`config.mk`:
```
export PLATFORM = sky130hd
export DESIGN_NAME = squash_ctrl
export DESIGN_NICKNAME = d
export VERILOG_FILES = /design/src/rtl/sqc_pkg.sv /design/src/rtl/sqc_trap_timer.sv /design/src/rtl/sqc_thread.sv /design/src/rtl/sqc_event_counter.sv /design/src/rtl/squash_ctrl.sv
export SDC_FILE = /design/constraint.sdc
export NUM_CORES = 1
export LEC_CHECK = 0
export BUFFER_PORTS_ARGS = -buffer_cell sky130_fd_sc_hd__buf_4
export CELL_PAD_IN_SITES_DETAIL_PLACEMENT = 1
export CELL_PAD_IN_SITES_GLOBAL_PLACEMENT = 1
export CORE_AREA = 4 4 385 387
export DETAILED_ROUTE_END_ITERATION = 10
export DIE_AREA = 0 0 389 391
export PLACE_DENSITY_LB_ADDON = 0.25
export SETUP_SLACK_MARGIN = 0.3
export SLEW_MARGIN = 20
export SYNTH_ARGS = -nofsm -noshare
export SYNTH_HDL_FRONTEND = slang
export SYNTH_SLANG_ARGS = --single-unit
```
`constraint.sdc`:
```
create_clock -name clk -period 4.05 [get_ports clk]
set_input_delay 0.2025 -clock clk [delete_from_list [all_inputs] [get_ports clk]]
set_output_delay 0.2025 -clock clk [all_outputs]
set_load 0.01 [all_outputs]
```
`src/rtl/sqc_pkg.sv`:
```
// Shared types for the squash sequencer.
// Assumes state codes are observed outside the block, so values are fixed.
package sqc_pkg;
    typedef enum logic [2:0] {
        TS_IDLE   = 3'd0,
        TS_RUN    = 3'd1,
        TS_SQUASH = 3'd2,
        TS_TRAP   = 3'd3,
        TS_FTRAP  = 3'd4
    } thr_state_e;
endpackage

```
`src/rtl/sqc_trap_timer.sv`:
```
// Per-thread trap latency timer.
// Loads a latency on accept and raises a sticky flag that many edges later
// (zero is treated as one). The flag drops when the owner consumes it.
module sqc_trap_timer #(
    parameter int LAT_W = 8
) (
    input  logic             clk,
    input  logic             rst_n,
    input  logic             load,
    input  logic [LAT_W-1:0] lat,
    input  logic             consume,
    output logic             fire
);
    logic [LAT_W-1:0] cnt;
    logic             run;

    // Count down after a load and set the flag on expiry.
    always_ff @(posedge clk) begin
        if (!rst_n) begin
            cnt  <= '0;
            run  <= 1'b0;
            fire <= 1'b0;
        end else begin
            if (consume) fire <= 1'b0;
            if (load) begin
                run <= 1'b1;
                cnt <= (lat == '0) ? LAT_W'(1) : lat;
            end else if (run) begin
                if (cnt <= LAT_W'(1)) begin
                    run  <= 1'b0;
                    fire <= 1'b1;
                end else begin
                    cnt <= cnt - LAT_W'(1);
                end
            end
        end
    end
endmodule

```
`src/rtl/sqc_thread.sv`:
```
// One thread's squash decision, state machine and broadcast registers.
// Assumes the caller provides the reorder buffer head, empty and done flags
// for this thread; sequence numbers compare as unsigned (smaller is older).
module sqc_thread
    import sqc_pkg::*;
#(
    parameter int SEQ_W = 16,
    parameter int PC_W  = 32,
    parameter int LAT_W = 8
) (
    input  logic             clk,
    input  logic             rst_n,
    input  logic             thr_en,
    input  logic             trap_accept,
    input  logic             trap_fetch,
    input  logic [LAT_W-1:0] trap_latency,
    input  logic             ctx_req,
    input  logic             exe_squash,
    input  logic [SEQ_W-1:0] exe_seq,
    input  logic             exe_incl,
    input  logic             exe_mispred,
    input  logic             exe_taken,
    input  logic [PC_W-1:0]  exe_npc,
    input  logic [PC_W-1:0]  exe_mpc,
    input  logic [SEQ_W-1:0] rob_head_seq,
    input  logic             rob_empty,
    input  logic             rob_sq_done,
    input  logic [PC_W-1:0]  saved_pc,
    output logic [2:0]       state_o,
    output logic             bc_squash,
    output logic             bc_busy,
    output logic [SEQ_W-1:0] bc_seq,
    output logic             bc_mispred,
    output logic             bc_taken,
    output logic [PC_W-1:0]  bc_npc,
    output logic [PC_W-1:0]  bc_mpc,
    output logic [SEQ_W-1:0] yng_seq,
    output logic             conflict_err,
    output logic             mis_inc
);
    thr_state_e       state, state_nx;
    logic             trap_fire;
    logic             ctx_pend;
    logic             full_go, exe_ok, exe_go;
    logic [SEQ_W-1:0] full_seq, exe_rst;

    sqc_trap_timer #(.LAT_W(LAT_W)) u_timer (
        .clk     (clk),
        .rst_n   (rst_n),
        .load    (trap_accept),
        .lat     (trap_latency),
        .consume (full_go),
        .fire    (trap_fire)
    );

    // Pick the squash source for this cycle with fixed priority.
    always_comb begin
        full_go  = trap_fire | ctx_pend;
        exe_ok   = exe_squash && (state != TS_TRAP) && (exe_seq <= yng_seq);
        exe_go   = exe_ok && !full_go;
        full_seq = rob_empty ? '0 : rob_head_seq - SEQ_W'(1);
        exe_rst  = exe_incl ? exe_seq - SEQ_W'(1) : exe_seq;
        mis_inc  = exe_go & exe_mispred;
    end

    // Next thread state.
    always_comb begin
        state_nx = state;
        if (full_go || exe_go) begin
            state_nx = TS_SQUASH;
        end else if (trap_accept) begin
            state_nx = trap_fetch ? TS_FTRAP : TS_TRAP;
        end else begin
            case (state)
                TS_IDLE:   if (thr_en)      state_nx = TS_RUN;
                TS_SQUASH: if (rob_sq_done) state_nx = TS_RUN;
                default:   state_nx = state;
            endcase
        end
    end

    // State, pending context request and squash broadcast registers.
    always_ff @(posedge clk) begin
        if (!rst_n) begin
            state        <= TS_IDLE;
            ctx_pend     <= 1'b0;
            bc_squash    <= 1'b0;
            conflict_err <= 1'b0;
            bc_seq       <= '0;
            bc_mispred   <= 1'b0;
            bc_taken     <= 1'b0;
            bc_npc       <= '0;
            bc_mpc       <= '0;
            yng_seq      <= '1;
        end else begin
            state        <= state_nx;
            ctx_pend     <= ctx_req | (ctx_pend & ~full_go);
            bc_squash    <= full_go | exe_go;
            conflict_err <= trap_fire & ctx_pend;
            if (full_go) begin
                bc_seq     <= full_seq;
                yng_seq    <= '0;
                bc_mispred <= 1'b0;
                bc_taken   <= 1'b0;
                bc_npc     <= saved_pc;
                bc_mpc     <= '0;
            end else if (exe_go) begin
                bc_seq     <= exe_rst;
                yng_seq    <= exe_rst;
                bc_mispred <= exe_mispred;
                bc_taken   <= exe_taken;
                bc_npc     <= exe_npc;
                bc_mpc     <= exe_mpc;
            end
        end
    end

    assign state_o = state;
    assign bc_busy = (state == TS_SQUASH);
endmodule

```
`src/rtl/sqc_event_counter.sv`:
```
// Adds the number of set bits of a per-thread strobe vector each cycle.
// Assumes wrap-around is acceptable for a plain event count.
module sqc_event_counter #(
    parameter int N = 4,
    parameter int W = 16
) (
    input  logic         clk,
    input  logic         rst_n,
    input  logic [N-1:0] inc,
    output logic [W-1:0] count
);
    logic [W-1:0] add;

    // Population count of the strobes.
    always_comb begin
        add = '0;
        for (int i = 0; i < N; i++) add = add + W'(inc[i]);
    end

    // Accumulate.
    always_ff @(posedge clk) begin
        if (!rst_n) count <= '0;
        else        count <= count + add;
    end
endmodule

```
`src/rtl/squash_ctrl.sv`:
```
// Top of the multi-thread squash and trap sequencer.
// Replicates one controller per thread and sums accepted mispredicts.
// Assumes all per-thread buses are packed thread 0 in the low slice.
module squash_ctrl #(
    parameter int NT = 4,
    parameter int SW = 16,
    parameter int PW = 32,
    parameter int LW = 8,
    parameter int CW = 16
) (
    input  logic             clk,
    input  logic             rst_n,
    input  logic [NT-1:0]    thr_en,
    input  logic [NT-1:0]    trap_accept,
    input  logic [NT-1:0]    trap_fetch,
    input  logic [LW-1:0]    trap_latency,
    input  logic [NT-1:0]    ctx_req,
    input  logic [NT-1:0]    exe_squash,
    input  logic [NT*SW-1:0] exe_seq,
    input  logic [NT-1:0]    exe_incl,
    input  logic [NT-1:0]    exe_mispred,
    input  logic [NT-1:0]    exe_taken,
    input  logic [NT*PW-1:0] exe_npc,
    input  logic [NT*PW-1:0] exe_mpc,
    input  logic [NT*SW-1:0] rob_head_seq,
    input  logic [NT-1:0]    rob_empty,
    input  logic [NT-1:0]    rob_sq_done,
    input  logic [NT*PW-1:0] saved_pc,
    output logic [NT*3-1:0]  thr_state,
    output logic [NT-1:0]    bc_squash,
    output logic [NT-1:0]    bc_busy,
    output logic [NT*SW-1:0] bc_seq,
    output logic [NT-1:0]    bc_mispred,
    output logic [NT-1:0]    bc_taken,
    output logic [NT*PW-1:0] bc_npc,
    output logic [NT*PW-1:0] bc_mpc,
    output logic [NT*SW-1:0] yng_seq,
    output logic [NT-1:0]    conflict_err,
    output logic [CW-1:0]    mispred_cnt
);
    localparam int ST_W = 3;

    logic [NT-1:0] mis_inc;

    for (genvar t = 0; t < NT; t++) begin : g_thr
        sqc_thread #(.SEQ_W(SW), .PC_W(PW), .LAT_W(LW)) u_thr (
            .clk          (clk),
            .rst_n        (rst_n),
            .thr_en       (thr_en[t]),
            .trap_accept  (trap_accept[t]),
            .trap_fetch   (trap_fetch[t]),
            .trap_latency (trap_latency),
            .ctx_req      (ctx_req[t]),
            .exe_squash   (exe_squash[t]),
            .exe_seq      (exe_seq[t*SW +: SW]),
            .exe_incl     (exe_incl[t]),
            .exe_mispred  (exe_mispred[t]),
            .exe_taken    (exe_taken[t]),
            .exe_npc      (exe_npc[t*PW +: PW]),
            .exe_mpc      (exe_mpc[t*PW +: PW]),
            .rob_head_seq (rob_head_seq[t*SW +: SW]),
            .rob_empty    (rob_empty[t]),
            .rob_sq_done  (rob_sq_done[t]),
            .saved_pc     (saved_pc[t*PW +: PW]),
            .state_o      (thr_state[t*ST_W +: ST_W]),
            .bc_squash    (bc_squash[t]),
            .bc_busy      (bc_busy[t]),
            .bc_seq       (bc_seq[t*SW +: SW]),
            .bc_mispred   (bc_mispred[t]),
            .bc_taken     (bc_taken[t]),
            .bc_npc       (bc_npc[t*PW +: PW]),
            .bc_mpc       (bc_mpc[t*PW +: PW]),
            .yng_seq      (yng_seq[t*SW +: SW]),
            .conflict_err (conflict_err[t]),
            .mis_inc      (mis_inc[t])
        );
    end

    sqc_event_counter #(.N(NT), .W(CW)) u_miscnt (
        .clk   (clk),
        .rst_n (rst_n),
        .inc   (mis_inc),
        .count (mispred_cnt)
    );
endmodule

```
Word-level counts from Yosys, hierarchy flattened

Cells that the tools add are included.

Output and inout bits: 432
Register bits after elaboration: 472
Logic and storage cells: 292

Reduce and logical (&&, ||, !) cells: 61
Magnitude comparators: 8
Multiplexer cells: 93
Add/subtract/negate cells: 16
Bitwise logic cells: 29
Equality and inequality tests: 28

Operators with widths:

| operator                                                       | number |
|---|---|
| two-way mux 16 bit                                             | 20 |
| two-way mux 32 bit                                             | 8 |
| subtractor 16 x 1 -> 16 bit, second input constant             | 8 |
| two-way mux 8 bit                                              | 13 |
| less-or-equal comparator 16 bit                                | 4 |
| two-way mux 3 bit                                              | 16 |
| adder 16 x 1 -> 16 bit                                         | 2 |
| less-or-equal comparator 8 x 1 -> 1 bit, second input constant | 4 |
| subtractor 8 x 1 -> 8 bit, second input constant               | 4 |
| two-way mux 1 bit                                              | 28 |
| inequality test 3 bit, second input constant                   | 8 |
| case mux 3 bit (2 select lines)                                | 4 |
| AND reduction 3 bit                                            | 8 |
| adder 16 bit                                                   | 1 |
| inequality test 4 x 3 -> 1 bit, second input constant          | 4 |
| inequality test 4 bit, second input constant                   | 4 |
| nonzero test 2 bit                                             | 8 |
| nonzero test 4 bit                                             | 4 |
| OR reduction 2 bit                                             | 8 |
| AND 1 bit                                                      | 12 |
| == test 3 x 2 -> 1 bit, second input constant                  | 4 |
| logical AND 1 bit                                              | 12 |
| logical NOT 3 bit                                              | 4 |
| inequality test 3 x 2 -> 1 bit, second input constant          | 4 |
| other kinds (10)                                               | 43 |

Logic depth before layout (Yosys ltp)

Depth after elaboration: 9
Gate-level depth with buffers: 19
Gate-level depth less buffers: 17

By module

Synthesis repeated with hierarchy kept, for this count alone.

Cell total of the unflattened synthesis: 2925
Area total of the unflattened synthesis: 23573.9 µm²

Modules (own cells, without submodules):

| module                           | area an instance (µm²) | times used | sequential area each (µm²) | cells an instance |
|---|---|---|---|---|
| sqc_thread at g_thr[0].u_thr ... | 5154.9                 | 2          | 2082.0                     | 646 |
| sqc_thread at g_thr[3].u_thr     | 5191.2                 | 1          | 2082.0                     | 644 |
| sqc_thread at g_thr[2].u_thr     | 4902.2                 | 1          | 2082.0                     | 618 |
| sqc_trap_timer                   | 591.8                  | 4          | 200.2                      | 72 |
| sqc_event_counter                | 803.3                  | 1          | 320.3                      | 83 |

Worst setup path after synthesis

Ideal clock, no wire load.

Path kind: flip-flop to flip-flop
From: reg g_thr[0].u_thr.yng_seq[15]
To: reg u_miscnt.count[12]
Clock period less this slack: 4.500 ns
Data required time: 3.922 ns
Cell stages (with the launch flop): 20
Arrival: 4.373 ns
Setup slack: -0.450 ns
Buffers on the path: 2
Cells stage by stage: dfxtp_1 -> inv_1 -> ha_1 -> nand4_1 -> or4_4 -> nor4_4 -> a31o_2 -> buf_6 -> buf_6 -> and3_1 -> ha_1 -> fa_1 -> ha_1 -> fa_1 -> a21o_1 -> nand2_1 -> nor2_1 -> nand3_1 -> xor2_1 -> nor2_1

Longest elaborated chain between the ends: 8

Ends and longest elaborated chain:

| element                              | RTL line                | text |
|---|---|---|
| start, declared                      | sqc_thread.sv:37        | `output logic [SEQ_W-1:0] yng_seq,` |
| start signal, assigned               | sqc_thread.sv:109       | `yng_seq <= exe_rst;` |
| less-or-equal comparator 16 bit      | sqc_thread.sv:59        | `exe_ok = exe_squash && (state != TS_TRAP) && (exe_seq <= yng_seq);` |
| logical AND 1 bit                    | sqc_thread.sv:59        |  |
| logical AND 1 bit                    | sqc_thread.sv:60        | `exe_go = exe_ok && !full_go;` |
| AND 1 bit                            | sqc_thread.sv:63        | `mis_inc = exe_go & exe_mispred;` |
| adder 1 x 1 -> 2 bit                 | sqc_event_counter.sv:17 | `for (int i = 0; i < N; i++) add = add + W'(inc[i]);` |
| adder 16 x 1 -> 16 bit (2 in series) | sqc_event_counter.sv:17 |  |
| adder 16 bit                         | sqc_event_counter.sv:23 | `else count <= count + add;` |
| end signal, assigned                 | sqc_event_counter.sv:23 |  |
| end, declared                        | sqc_event_counter.sv:10 | `output logic [W-1:0] count` |

No other way between the ends.
A chain may end at the register's enable or synchronous reset.

Final worst setup path

From: reg g_thr[0].u_thr.yng_seq[12]
To: reg u_miscnt.count[12]

Same word-level chain as after synthesis.

==> impl_metrics.ini <==
[route]
drc = 0
vias_per_cell = 4.206
routed_wirelength_um = 125400
drt_pass1_iterations = 5
ant_nets = 0
route.vias.total = 26400
initialDrtViolationCount = 931
wire_per_inst_um = 19.97

[pwr]
p_clk_share_pct = 40.0
p_sw_mw = 4.874
powerDensity_nw_per_um2 = 392.6
irDropWorstVdd_uv = 296.5
pwr-share-comb_pct = 25.8
sw_frac_of_total_pct = 30.99
leakagePower_nw = 17.24
seq_power_share_pct = 34.2
intPower_mw = 10.85

[hold_path]
worstHoldPathCells = 4
min_path_type = primary input to flop

[synthesis]
yosysMostFrequentCell = nand2_1
synth_xor_area_share_pct = 5.386
synth_edf_count = 0
synth_area_leaders = dfxtp_1, nand2_1, ha_1
synth-simple-area-share_pct = 21.16
synth_common_cells = nand2_1, dfxtp_1, a21oi_1, o21ai_0, nor2_1
ys_seq_elements = 472
synth_area_per_cell_um2 = 7.948
yosys.area_share.adder_pct = 4.882
ys.flop_type = dfxtp_1
async_reset_ff_share_pct = 0
yosys_warnings = 0
synth_mux_area_share_pct = 0.5757
syn_inst = 2844
syn_nets = 3493
synth-seq-area-share_pct = 41.80
yosysTopAreaCell = dfxtp_1
yosysTopAreaCellShare_pct = 41.80
syn_area_um2 = 22600
synth_top_family_by_area = simple AND/OR/NAND/NOR gates
synth_compound_area_share_pct = 20.36
synthDistinctLibCells = 81

[critical_path]
crit_family = adder cells
criticalPathCategory = flop to flop
rrSetupSlack_ns = 0.06
path_common_cell = ha_4
crit_path_max_fanout = 3
critPathCaptureType = flop
crit_buf_inv = 1
cp_data_arrival_time_ns = 4.51
crit_slowest_cell = or4_4
cp-start-kind = flop
required_ns = 4.56
r2r-end = u_miscnt.count[12]
max_stage_delay_ns = 0.48
reg2reg_from = g_thr[0].u_thr.yng_seq[12]
startpoint = g_thr[0].u_thr.yng_seq[12]
crit_chain = inv_1, ha_4, nand4_1, or4_4, a21o_1, a31o_4, and3_4, ha_4, fa_2, ha_4, fa_2, a21o_1, nand2_2, nor2_4, nand3_2, xor2_1, nor2_1
cp-endpoint = u_miscnt.count[12]
cp.depth = 17
reg2reg_depth = 17

[global_routing]
grt_usage_pct = 15.75
grt_antenna_before_repair = 17
grt_max_degree = 119
grt_pass1_wl_um = 183700
grt_pass1_vias = 28430
grt-ovfl-total = 0

[placement]
port_buffers = 993
post-place-ws_ns = -0.004547
gp_congestion = 0.8145
dpl.hpwl_um = 92520

[floorplanning]
start_util_pct = 15.60
row_count = 140
die_area_um2 = 152100
dieWidth_um = 389
ios = 994
chipHeight_um = 391
coreArea_um2 = 144900

[layout]
fillCellCount = 17200
multiInputGateArea_um2 = 12170
drive_above_1_share_pct = 28.99
layout.nets = 4946
regArea_um2 = 9460
area_delta_synth_final_pct = 77.25
post-route-util_pct = 27.66

[sta]
clock.fmax_mhz = 250.3
min_period_ns = 3.995
fin_crit_sh_pct = 98.63
worst_slew_pin_slew_ns = 0.9896
slew_viol_final = 0
relSlewSlack_pct = 33.78
hold_viol_final = 0
finClkSkew_ns = 0.03174
rsz0062_at_grt = true
setup_viol = 0
setup_slack_ns = 0.05547

[flow_run]
drv_cap = 0

[clock_tree]
clk_latency_ns = 0.65
cts_made_buffers = 68
htreeDepth = 3
cts_sinks = 472
cts_tree = yes
root_buffer = clkbuf_16
path_clk_slew_ns = 0.05
clk_path_buf_depth = 3

[run_status]
outcome = complete, no violations
## tightest hold or removal path, delay by kind of cell
| family | cells | cell delay (ns) |
|---|---|---|
| buf+inv | 1 | 0.09 |
| xor+xnor | 1 | 0.06 |
| compound gates | 2 | 0.32 |
## layout make-up
class,count,area share [%]
timing repair buffer,1590,33.24
multi-input combinational,2068,30.39
sequential,472,23.61
tap,1917,5.987
clock buffer,98,5.006
inverter,97,0.9151
clock inverter,22,0.7745
antenna,13,0.08120
## power by group through the flow
stage	clock, mW	sequential, mW	combinational (mW)
after floorplan	0	5.59	1.47
after global placement	0	5.45	3.57
after detailed placement	0	5.46	3.59
after CTS	6.59	5.37	4.12
after global routing	6.76	5.43	4.45
final	6.29	5.37	4.06
## registers in the layout, indices dropped and copies added, names as in the netlist, 12 cells and up
signal	cells
g_thr.u_thr.bc_seq	64
u_miscnt.count	16
g_thr.u_thr.bc_npc	128
g_thr.u_thr.bc_mpc	128
g_thr.u_thr.u_timer.cnt	32
g_thr.u_thr.state_o	12
g_thr.u_thr.yng_seq	64
## worst min path at each step
stage | from | endpoint
after CTS | rob_head_seq[46] | g_thr[2].u_thr.bc_seq[14]
after global routing | exe_seq[56] | g_thr[3].u_thr.bc_seq[8]
after detailed placement | ctx_req[3] | g_thr[3].u_thr.ctx_pend
final | rob_head_seq[46] | g_thr[2].u_thr.bc_seq[14]
after global placement | ctx_req[0] | g_thr[0].u_thr.ctx_pend
after floorplan | trap_accept[1] | g_thr[1].u_thr.u_timer.cnt[0]
## cells in the final DEF, fill, tap and decap left out, drive strengths merged, types with 37 or more instances in the layout
master	instances
dfxtp	472
xnor2	77
a21oi	210
nor2	180
buf	1075
nor4	37
nor3	62
nand3	42
a31oi	134
inv	98
clkbuf	99
dlygate4sd3	514
o21ai	210
xor2	62
nand2	625
ha	85
## cells by family (layout without fill, tap and decap cells)
logic type | Yosys count | in the layout
adders and majority gates | 87 | 87
and+or+nand+nor | 1084 | 1084
AOI/OAI and AO/OA | 745 | 745
muxes | 13 | 13
xor gates and xnor gates | 139 | 139
DFF | 472 | 472
buffers and inverters | 304 | 1807
other | 0 | 13
## repair_timing
action                                  in CTS  in global routing
hold endpoints to repair                   384                  0
setup buffers                                8                  1
hold buffers                               514                  0
endpoints found under the setup margin      14                 20
gates resized for setup                     16                  5
pin swaps                                   10                  7
## layer usage
metal / share of wire [%] / track usage [%] / up-vias
met5: 0.033 / 0 / -
met4: 4.0 / 6.375 / 6
met3: 6.3 / 4.612 / 214
met2: 48 / 26.73 / 665
met1: 42 / 18.60 / 12660
li1: - / - / 12860
## through the flow
step	instance area [um2]	instances	power [mW]	TNS, ns	hold WS, ns
5_1_grt	40060	6275	16.64	-0.4172	0.04395
2_1_floorplan	22720	2844	7.069	-0.07633	0.2981
4_1_cts	39990	6263	16.08	0	0.0002771
3_5_place_dp	32370	5621	9.052	-0.004547	0.4261
6_report	40060	6277	15.73	0	0.07259
3_3_place_gp	32370	5621	9.023	0	0.4202
(Power assumes the default switching activity.)
